[src/rtl/kbd_pkg.sv]
package kbd_pkg;
  typedef enum logic [1:0] {
    DB_IDLE = 2'd0,
    DB_WAIT = 2'd1,
    DB_HELD = 2'd2
  } db_state_e;

  localparam int unsigned STAT_OVR_BIT = 5;
  localparam int unsigned CMD_MODE_BIT = 0;
  localparam int unsigned CMD_CLR_BIT  = 7;
  localparam int unsigned DB_VISITS    = 2;
endpackage

[src/rtl/kbd_host_if.sv]
module kbd_host_if #(
  parameter int unsigned DATA_W    = 8,
  parameter int unsigned PRESC_W   = 8,
  parameter int unsigned PRESC_RST = 3
) (
  input  logic               clk_i,
  input  logic               rst_ni,
  input  logic               cs_ni,
  input  logic               rd_ni,
  input  logic               wr_ni,
  input  logic               a0_i,
  input  logic [DATA_W-1:0]  data_i,
  output logic               rd_act_o,
  output logic               fifo_rd_o,
  output logic               pop_o,
  output logic               decoded_o,
  output logic [PRESC_W-1:0] presc_o,
  output logic               mode_wr_o,
  output logic               presc_wr_o,
  output logic               ovr_clr_o
);
  import kbd_pkg::*;

  logic wr_act, wr_q, wr_stb, fifo_rd_q;

  assign rd_act_o  = !cs_ni && !rd_ni;
  assign fifo_rd_o = rd_act_o && !a0_i;
  assign wr_act    = !cs_ni && !wr_ni;
  assign wr_stb    = wr_act && !wr_q;

  assign pop_o      = fifo_rd_q && !fifo_rd_o;
  assign mode_wr_o  = wr_stb && a0_i;
  assign presc_wr_o = wr_stb && !a0_i;
  assign ovr_clr_o  = mode_wr_o && data_i[CMD_CLR_BIT];

  always_ff @(posedge clk_i or negedge rst_ni) begin
    if (!rst_ni) begin
      wr_q      <= 1'b0;
      fifo_rd_q <= 1'b0;
      decoded_o <= 1'b0;
      presc_o   <= PRESC_W'(PRESC_RST);
    end else begin
      wr_q      <= wr_act;
      fifo_rd_q <= fifo_rd_o;
      if (mode_wr_o)  decoded_o <= data_i[CMD_MODE_BIT];
      if (presc_wr_o) presc_o   <= data_i[PRESC_W-1:0];
    end
  end

  AST_POP_AFTER_READ: assert property (@(posedge clk_i) disable iff (!rst_ni)
    pop_o |-> $past(!cs_ni && !rd_ni && !a0_i));
  AST_NO_WRITE_UNSELECTED: assert property (@(posedge clk_i) disable iff (!rst_ni)
    cs_ni |=> $stable(decoded_o) && $stable(presc_o));
endmodule

[src/rtl/kbd_scan.sv]
module kbd_scan #(
  parameter int unsigned ROW_W   = 3,
  parameter int unsigned PRESC_W = 8,
  parameter int unsigned SCAN_W  = 4
) (
  input  logic               clk_i,
  input  logic               rst_ni,
  input  logic [PRESC_W-1:0] presc_i,
  input  logic               decoded_i,
  input  logic               restart_i,
  input  logic               presc_wr_i,
  output logic               tick_o,
  output logic [ROW_W-1:0]   row_o,
  output logic [SCAN_W-1:0]  scan_o
);
  localparam logic [ROW_W-1:0] LAST_ENC = ROW_W'((1 << ROW_W) - 1);
  localparam logic [ROW_W-1:0] LAST_DEC = ROW_W'(3);

  logic [PRESC_W-1:0] pc_q;
  logic [ROW_W-1:0]   row_q, last_row;

  assign tick_o   = (pc_q == presc_i);
  assign last_row = decoded_i ? LAST_DEC : LAST_ENC;
  assign row_o    = row_q;

  always_ff @(posedge clk_i or negedge rst_ni) begin
    if (!rst_ni) begin
      pc_q  <= '0;
      row_q <= '0;
    end else begin
      if (presc_wr_i || tick_o) pc_q <= '0;
      else                      pc_q <= pc_q + 1'b1;
      if (restart_i)            row_q <= '0;
      else if (tick_o)          row_q <= (row_q >= last_row) ? '0 : row_q + 1'b1;
    end
  end

  always_comb begin
    scan_o = '0;
    if (decoded_i) scan_o[row_q[1:0]] = 1'b1;
    else           scan_o[ROW_W-1:0]  = row_q;
  end

  AST_DEC_ONE_LINE: assert property (@(posedge clk_i) disable iff (!rst_ni)
    decoded_i |-> $countones(scan_o) == 1);
  AST_DEC_ROW_RANGE: assert property (@(posedge clk_i) disable iff (!rst_ni)
    decoded_i && !restart_i && tick_o && row_q <= LAST_DEC |=> row_q <= LAST_DEC);
  AST_ROW_STEPS: assert property (@(posedge clk_i) disable iff (!rst_ni)
    tick_o && !restart_i |=> row_q != $past(row_q));
  AST_ROW_HOLDS: assert property (@(posedge clk_i) disable iff (!rst_ni)
    !tick_o && !restart_i |=> $stable(row_q));
endmodule

[src/rtl/kbd_debounce.sv]
module kbd_debounce #(
  parameter int unsigned ROW_W = 3,
  parameter int unsigned COL_N = 8,
  parameter int unsigned COL_W = 3,
  parameter int unsigned CODE_W = 2 + ROW_W + COL_W
) (
  input  logic              clk_i,
  input  logic              rst_ni,
  input  logic              tick_i,
  input  logic              restart_i,
  input  logic [ROW_W-1:0]  row_i,
  input  logic [COL_N-1:0]  ret_i,
  input  logic              shift_i,
  input  logic              ctrl_i,
  output logic              push_o,
  output logic [CODE_W-1:0] code_o
);
  import kbd_pkg::*;

  localparam logic [1:0] LAST_VISIT = 2'(DB_VISITS - 1);

  db_state_e        st_q, st_d;
  logic [ROW_W-1:0] crow_q, crow_d;
  logic [COL_W-1:0] ccol_q, ccol_d;
  logic [1:0]       vis_q, vis_d;
  logic             push;

  function automatic logic [COL_W-1:0] low_col(input logic [COL_N-1:0] v);
    logic [COL_W-1:0] r;
    r = '0;
    for (int i = COL_N - 1; i >= 0; i--) if (v[i]) r = COL_W'(i);
    return r;
  endfunction

  always_comb begin
    st_d   = st_q;
    crow_d = crow_q;
    ccol_d = ccol_q;
    vis_d  = vis_q;
    push   = 1'b0;
    if (tick_i) begin
      unique case (st_q)
        DB_IDLE: if (|ret_i) begin
          crow_d = row_i;
          ccol_d = low_col(ret_i);
          vis_d  = '0;
          st_d   = DB_WAIT;
        end
        DB_WAIT: if (row_i == crow_q) begin
          if (ret_i[ccol_q]) begin
            vis_d = vis_q + 1'b1;
            if (vis_q == LAST_VISIT) begin
              push = 1'b1;
              st_d = DB_HELD;
            end
          end else begin
            st_d = DB_IDLE;
          end
        end
        DB_HELD: if (row_i == crow_q && !ret_i[ccol_q]) st_d = DB_IDLE;
        default: st_d = DB_IDLE;
      endcase
    end
  end

  always_ff @(posedge clk_i or negedge rst_ni) begin
    if (!rst_ni) begin
      st_q   <= DB_IDLE;
      crow_q <= '0;
      ccol_q <= '0;
      vis_q  <= '0;
    end else begin
      st_q   <= restart_i ? DB_IDLE : st_d;
      crow_q <= crow_d;
      ccol_q <= ccol_d;
      vis_q  <= vis_d;
    end
  end

  assign push_o = push && !restart_i;
  assign code_o = {ctrl_i, shift_i, crow_q, ccol_q};

  AST_PUSH_ON_TICK: assert property (@(posedge clk_i) disable iff (!rst_ni)
    push_o |-> tick_i && ret_i[ccol_q] && row_i == crow_q);
  AST_PUSH_THEN_HELD: assert property (@(posedge clk_i) disable iff (!rst_ni)
    push_o |=> st_q == DB_HELD);
  AST_HELD_NO_PUSH: assert property (@(posedge clk_i) disable iff (!rst_ni)
    st_q == DB_HELD |-> !push_o);
endmodule

[src/rtl/kbd_fifo.sv]
module kbd_fifo #(
  parameter int unsigned DEPTH = 8,
  parameter int unsigned W     = 8,
  parameter int unsigned CW    = $clog2(DEPTH + 1)
) (
  input  logic          clk_i,
  input  logic          rst_ni,
  input  logic          push_i,
  input  logic [W-1:0]  din_i,
  input  logic          pop_i,
  input  logic          ovr_clr_i,
  output logic [W-1:0]  head_o,
  output logic [CW-1:0] count_o,
  output logic          ovr_o
);
  localparam int unsigned AW = $clog2(DEPTH);

  logic [W-1:0]  mem [DEPTH];
  logic [AW-1:0] wp_q, rp_q;
  logic [CW-1:0] cnt_q;
  logic          full, do_push, do_pop;

  assign full    = (cnt_q == CW'(DEPTH));
  assign do_push = push_i && !full;
  assign do_pop  = pop_i && (cnt_q != '0);
  assign head_o  = (cnt_q != '0) ? mem[rp_q] : '0;
  assign count_o = cnt_q;

  always_ff @(posedge clk_i) begin
    if (do_push) mem[wp_q] <= din_i;
  end

  always_ff @(posedge clk_i or negedge rst_ni) begin
    if (!rst_ni) begin
      wp_q  <= '0;
      rp_q  <= '0;
      cnt_q <= '0;
      ovr_o <= 1'b0;
    end else begin
      if (do_push) wp_q <= (wp_q == AW'(DEPTH - 1)) ? '0 : wp_q + 1'b1;
      if (do_pop)  rp_q <= (rp_q == AW'(DEPTH - 1)) ? '0 : rp_q + 1'b1;
      case ({do_push, do_pop})
        2'b10:   cnt_q <= cnt_q + 1'b1;
        2'b01:   cnt_q <= cnt_q - 1'b1;
        default: cnt_q <= cnt_q;
      endcase
      if (push_i && full) ovr_o <= 1'b1;
      else if (ovr_clr_i) ovr_o <= 1'b0;
    end
  end

  AST_NO_OVERFLOW: assert property (@(posedge clk_i) disable iff (!rst_ni)
    cnt_q <= CW'(DEPTH));
  AST_OVR_ON_FULL: assert property (@(posedge clk_i) disable iff (!rst_ni)
    push_i && full |=> ovr_o);
  AST_FULL_KEEPS: assert property (@(posedge clk_i) disable iff (!rst_ni)
    push_i && full && !pop_i |=> $stable(cnt_q));
  AST_POP_DEC: assert property (@(posedge clk_i) disable iff (!rst_ni)
    pop_i && !push_i && cnt_q != '0 |=> cnt_q == $past(cnt_q) - 1'b1);
  AST_EMPTY_POP: assert property (@(posedge clk_i) disable iff (!rst_ni)
    pop_i && !push_i && cnt_q == '0 |=> cnt_q == '0);
endmodule

[src/rtl/kbd_scan_ctrl.sv]
module kbd_scan_ctrl #(
  parameter int unsigned ROW_W     = 3,
  parameter int unsigned COL_N     = 8,
  parameter int unsigned DEPTH     = 8,
  parameter int unsigned PRESC_W   = 8,
  parameter int unsigned PRESC_RST = 3,
  parameter int unsigned COL_W     = $clog2(COL_N),
  parameter int unsigned CODE_W    = 2 + ROW_W + COL_W,
  parameter int unsigned SCAN_W    = (ROW_W > 4) ? ROW_W : 4
) (
  input  logic              clk_i,
  input  logic              rst_ni,
  input  logic              cs_ni,
  input  logic              rd_ni,
  input  logic              wr_ni,
  input  logic              a0_i,
  input  logic [CODE_W-1:0] data_i,
  output logic [CODE_W-1:0] data_o,
  output logic [SCAN_W-1:0] scan_o,
  input  logic [COL_N-1:0]  ret_i,
  input  logic              shift_i,
  input  logic              ctrl_i,
  output logic              irq_o
);
  import kbd_pkg::*;

  localparam int unsigned CW = $clog2(DEPTH + 1);

  logic               rd_act, fifo_rd, pop, decoded, mode_wr, presc_wr, ovr_clr;
  logic               tick, push, ovr;
  logic [PRESC_W-1:0] presc;
  logic [ROW_W-1:0]   row;
  logic [CODE_W-1:0]  code, head, status;
  logic [CW-1:0]      count;

  kbd_host_if #(.DATA_W(CODE_W), .PRESC_W(PRESC_W), .PRESC_RST(PRESC_RST)) u_host (
    .clk_i, .rst_ni, .cs_ni, .rd_ni, .wr_ni, .a0_i, .data_i,
    .rd_act_o(rd_act), .fifo_rd_o(fifo_rd), .pop_o(pop), .decoded_o(decoded),
    .presc_o(presc), .mode_wr_o(mode_wr), .presc_wr_o(presc_wr), .ovr_clr_o(ovr_clr)
  );

  kbd_scan #(.ROW_W(ROW_W), .PRESC_W(PRESC_W), .SCAN_W(SCAN_W)) u_scan (
    .clk_i, .rst_ni, .presc_i(presc), .decoded_i(decoded), .restart_i(mode_wr),
    .presc_wr_i(presc_wr), .tick_o(tick), .row_o(row), .scan_o(scan_o)
  );

  kbd_debounce #(.ROW_W(ROW_W), .COL_N(COL_N), .COL_W(COL_W), .CODE_W(CODE_W)) u_db (
    .clk_i, .rst_ni, .tick_i(tick), .restart_i(mode_wr), .row_i(row), .ret_i,
    .shift_i, .ctrl_i, .push_o(push), .code_o(code)
  );

  kbd_fifo #(.DEPTH(DEPTH), .W(CODE_W), .CW(CW)) u_fifo (
    .clk_i, .rst_ni, .push_i(push), .din_i(code), .pop_i(pop), .ovr_clr_i(ovr_clr),
    .head_o(head), .count_o(count), .ovr_o(ovr)
  );

  always_comb begin
    status               = '0;
    status[CW-1:0]       = count;
    status[STAT_OVR_BIT] = ovr;
  end

  assign data_o = !rd_act ? '0 : (a0_i ? status : head);
  assign irq_o  = (count != '0) && !fifo_rd;

  AST_IRQ_EMPTY: assert property (@(posedge clk_i) disable iff (!rst_ni)
    count == '0 |-> !irq_o);
  AST_IRQ_READ_LOW: assert property (@(posedge clk_i) disable iff (!rst_ni)
    !cs_ni && !rd_ni && !a0_i |-> !irq_o);
  AST_STATUS_NO_POP: assert property (@(posedge clk_i) disable iff (!rst_ni)
    !cs_ni && !rd_ni && a0_i && !push |=> count == $past(count));
  AST_IDLE_BUS_ZERO: assert property (@(posedge clk_i) disable iff (!rst_ni)
    rd_ni |-> data_o == '0);
endmodule

[config.mk]
export PLATFORM = sky130hd
export DESIGN_NAME = kbd_scan_ctrl
export DESIGN_NICKNAME = d
export VERILOG_FILES = /design/src/rtl/kbd_pkg.sv /design/src/rtl/kbd_host_if.sv /design/src/rtl/kbd_scan.sv /design/src/rtl/kbd_debounce.sv /design/src/rtl/kbd_fifo.sv /design/src/rtl/kbd_scan_ctrl.sv
export SDC_FILE = /design/constraint.sdc
export NUM_CORES = 1
export LEC_CHECK = 0
export BUFFER_PORTS_ARGS = -buffer_cell sky130_fd_sc_hd__buf_2
export CORE_ASPECT_RATIO = 0.6
export CORE_UTILIZATION = 40
export CTS_CLUSTER_SIZE = 24
export DETAILED_ROUTE_END_ITERATION = 7
export SETUP_SLACK_MARGIN = 0.1
export SYNTH_ARGS = -nofsm -noshare
export SYNTH_HDL_FRONTEND = slang
export SYNTH_SLANG_ARGS = --single-unit
[constraint.sdc]
create_clock -name clk_i -period 4.4 [get_ports clk_i]
set_clock_uncertainty 0.05 [all_clocks]
set_input_delay 0.22 -clock clk_i [delete_from_list [all_inputs] [get_ports clk_i]]
set_output_delay 0.22 -clock clk_i [all_outputs]
set_load 0.1 [all_outputs]
==> impl_summary.txt <==
----------------------------------------------------
[Yosys]
  Post-synth design cell area ... 0.005060 mm²
  Number of warnings printed during yosys synthesis ... 0
  Most instantiated flip-flop cell in the synthesis netlist ... sky130_fd_sc_hd__edfxtp_1
  Most common cell in the synthesized netlist ... sky130_fd_sc_hd__edfxtp_1
  Number of enable flip-flop cells after synthesis ... 64
  Proportion of register bits with asynchronous set or reset after synthesis ... 40.19%
  Number of standard cells after synthesis ... 353
  Sequential share of the synthesized area ... 59.30%
  Most used standard cells in the synthesized netlist ... 64 x sky130_fd_sc_hd__edfxtp_1, 41 x sky130_fd_sc_hd__dfrtp_1, 26 x sky130_fd_sc_hd__nor2_1, 25 x sky130_fd_sc_hd__mux2_2, 19 x sky130_fd_sc_hd__xor2_1
  Net count of the mapped netlist ... 391
  Library cell with the largest summed area after synthesis ... sky130_fd_sc_hd__edfxtp_1
  Average footprint of a synthesized cell ... 14.33 µm²
  Dominant cells by area after synthesis ... sky130_fd_sc_hd__edfxtp_1 38%, sky130_fd_sc_hd__dfrtp_1 20%, sky130_fd_sc_hd__mux4_2 7.1%
  Area fraction of the dominant cell type after synthesis ... 37.98%
  Post-synthesis sequential element count ... 107
  Count of different cell masters after synthesis ... 56

[Place]
  Cell total after placement ... 548
  RD Place Congestion ... 0.7703
  HPWL after detailed placement ... 7.229 mm
  Count of input and output buffers ... 36

[Power]
  Clock power frac ... 24.9%
  Static Leak ... 2.313 nW
  Sequential fraction of design power ... 44.0%
  Combinational fraction of design power ... 31.1%
  Net switching fraction of the power ... 36.00%
  Power density of the placed cells ... 576.6 mW/mm²
  Reported net switching power ... 0.001200 W
  Design internal power ... 0.002133 W
  Maximum vdd drop ... 0.0003491 V

[Route]
  Detailed Route WL ... 10.16 mm
  DR WL/cell ... 17.95 µm
  Number of search-and-repair iterations in the first detailed-routing pass ... 5
  Drt initial violations ... 158
  Ratio of routed vias to standard cells ... 5.231
  DR DRC count ... 0
  Remaining antenna violation count after routing ... 0
  Vias ... 2961

[STA]
  Minimum clock period ... 3.327 ns
  Slew @ Worst Pin ... 0.8970 ns
  Post-route clock period utilization ... 75.62%
  Count of pins over their slew limit ... 0
  Fmax ... 300.5 MHz
  Unrepaired setup endpoints after global routing ... false
  Final setup violating endpoints ... 0
  Final-layout setup total negative slack ... 0 ns
  Final number of hold-violating endpoints ... 0
  Worst rel slew slack ... 39.88%

[CTS]
  Clock buffer count from CTS ... 9
  Depth of the CTS H-tree ... 3
  Number of sinks driven by the clock tree ... 107
  Total of cells resized after clock tree synthesis ... 0
  Clock latency on the worst-skew pair ... 0.35 ns
  Number of setup buffers added after CTS ... 0
  CTS tree ... yes
  Post-CTS clock slew at the launch and capture registers of the worst setup and hold paths ... 0.07 ns
  Clk root buf ... sky130_fd_sc_hd__clkbuf_16
  Maximum clock path buffer count ... 2

[Finish]
  Ant. Diodes ... 0
  Fillers ... 1104
  Register Area ... 0.003000 mm²
  Share of post-route cells with drive strength above 1 ... 31.42%
  Number of nets at the end of the flow ... 434
  Area Growth Syn to Fin ... 14.24%
  Layout Cells excl Fill ... 566
  Total area of multi-input combinational cells ... 0.001934 mm²

[Global route]
  Number of global-route vias before repair ... 2894
  Total track usage ... 16.69%
  Maximum number of pins on one net before global-route repair ... 44
  Number of antenna violations at the first check in global routing ... 0
  Remaining global-route overflow ... 0
  First-pass GRT wire length ... 16.08 mm

[Floorplan]
  Core area ... 0.01218 mm²
  Die Y ... 89.12 µm
  Area enclosed by the die boundary ... 0.01312 mm²
  Core Rows ... 31
  Top-level I/O count ... 37
  Initial cell density of the core ... 41.55%
  Horizontal extent of the die ... 147.2 µm

[Worst setup path]
  Register-to-register path setup slack ... 1.23 ns
  Element type at the critical path end ... register
  Worst Reg2Reg Path Length in Cells ... 11
  Top fanout value on the critical path ... 13
  Reg2reg end ... u_fifo.count_o[2]
  Worst path arrival time ... 3.50 ns
  Worst endpoint required time ... 4.58 ns
  Category of the worst setup path launch point ... input port
  Worst Setup Path Type ... in -> reg
  Start of the worst register-to-register path ... u_scan.pc_q[5]

[Worst hold path]
  End of the worst hold path ... u_host.wr_q
  Min-delay worst type ... in -> reg
  Hold path start ... cs_ni
  Hold Path Cell Cnt ... 2

[Run status]
  Status ... complete, no violations

[Flow run]
  Maximum capacitance violations ... 0

----------------------------------------------------
## cell usage in the layout (no fill, tap or decap), drive strengths merged, types with 5 or more instances in the layout
master	synthesis	routed
a22oi	5	5
edfxtp	64	64
mux2	27	27
dfrtp	41	41
mux4	16	16
nor4	9	9
nor3	10	10
clkbuf	9	9
mux2i	7	7
ha	14	14
buf	8	47
and3	7	7
nand2	13	13
a21oi	5	5
inv	12	14
xor2	19	19
nor2	26	26
o21ai	6	6
nor2b	5	5
nand3	9	9
## flip-flops by register name (all words and copies together) (netlist names)
signal / count
u_db.vis_q: 2
u_db.crow_q: 3
u_fifo.wp_q: 3
u_db.st_q: 2
u_fifo.rp_q: 3
u_scan.pc_q: 8
u_fifo.count_o: 4
u_fifo.mem: 64
u_host.decoded_o: 1
u_scan.row_o: 3
u_host.wr_q: 1
u_host.fifo_rd_q: 1
u_db.ccol_q: 3
u_host.presc_o: 8
u_fifo.ovr_o: 1
## cell type report
cell class                 instances  area share, %
inverter                          12         0.7792
tap                              165          3.571
clock buffer                       9          3.896
timing repair buffer              49          4.892
sequential                       107          51.90
multi-input combinational        217          33.46
clock inverter                     7          1.494
## kinds of logic after synthesis
logic type                 after synthesis  synth area share (%)
DFF                                    107                 59.30
xor gates and xnor gates                22                 3.808
adders and majority gates               14                 3.462
buffers and inverters                   29                 2.670
and+or+nand+nor                         95                 10.90
muxes                                   50                 14.59
AOI/OAI and AO/OA                       36                 5.267
## worst max-delay path, cell delays in order
cell and delay, ns:
sky130_fd_sc_hd__dlygate4sd3_1 0.53, sky130_fd_sc_hd__buf_2 0.14, sky130_fd_sc_hd__or4b_1 0.75, sky130_fd_sc_hd__and3_2 0.34, sky130_fd_sc_hd__nor2b_4 0.14, sky130_fd_sc_hd__nand4_4 0.22, sky130_fd_sc_hd__ha_1 0.33, sky130_fd_sc_hd__xor2_1 0.11
sky130_fd_sc_hd__ha_1 0.19, sky130_fd_sc_hd__a21oi_1 0.15, sky130_fd_sc_hd__xor2_1 0.17, sky130_fd_sc_hd__nor2_1 0.06, sky130_fd_sc_hd__xor2_1 0.14
## repair_timing
action	4_1_cts	5_1_grt
hold buffers	2	0
endpoints found under the hold margin	42	0
endpoints found under the setup margin	0	0
## stage by stage
stage               cell area [µm²]  setup WS (ns)  hold WS (ns)  util, %  power [W]
global route                   5781         0.9488       0.02444    47.46   0.003520
CTS                            5781          1.082      0.006308    47.46   0.003366
floorplan                      5060         0.7095       -0.1256        -   0.002265
detailed placement             5449          1.268        0.2898    44.74   0.002532
global placement               5449          1.385        0.2855    44.74   0.002509
finish                         5781          1.073       0.01832    47.46   0.003333
## per-layer routing
metal	share of wire (%)	wire length [µm]	GRT usage (%)	vias up
met4	1.3	128	5.061	0
met2	41	4164	24.23	50
li1	-	-	-	1412
met1	53	5433	25.05	1489
met3	4.3	435	3.520	10
met5	0	0	0	-
## worst max-delay path by stage
stage | start | end | slack [ns] | cells past startpoint
global route | wr_ni | u_fifo.count_o[2] | 0.95 | 13
global placement | cs_ni | u_fifo.count_o[2] | 1.39 | 12
floorplan | u_fifo.count_o[1] | u_fifo.count_o[2] | 0.71 | 13
CTS | wr_ni | u_fifo.count_o[2] | 1.08 | 13
detailed placement | u_scan.pc_q[5] | u_fifo.count_o[2] | 1.27 | 11
finish | wr_ni | u_fifo.count_o[2] | 1.07 | 13
## power groups by stage
stage,sequential [W],clock [W],combinational [W]
floorplan,0.00135,0,0.000917
finish,0.00147,0.000830,0.00104
detailed placement,0.00149,0,0.00104
global placement,0.00148,0,0.00103
CTS,0.00147,0.000850,0.00105
global route,0.00150,0.000885,0.00113
Note: power is estimated with default switching activity, not from simulation.
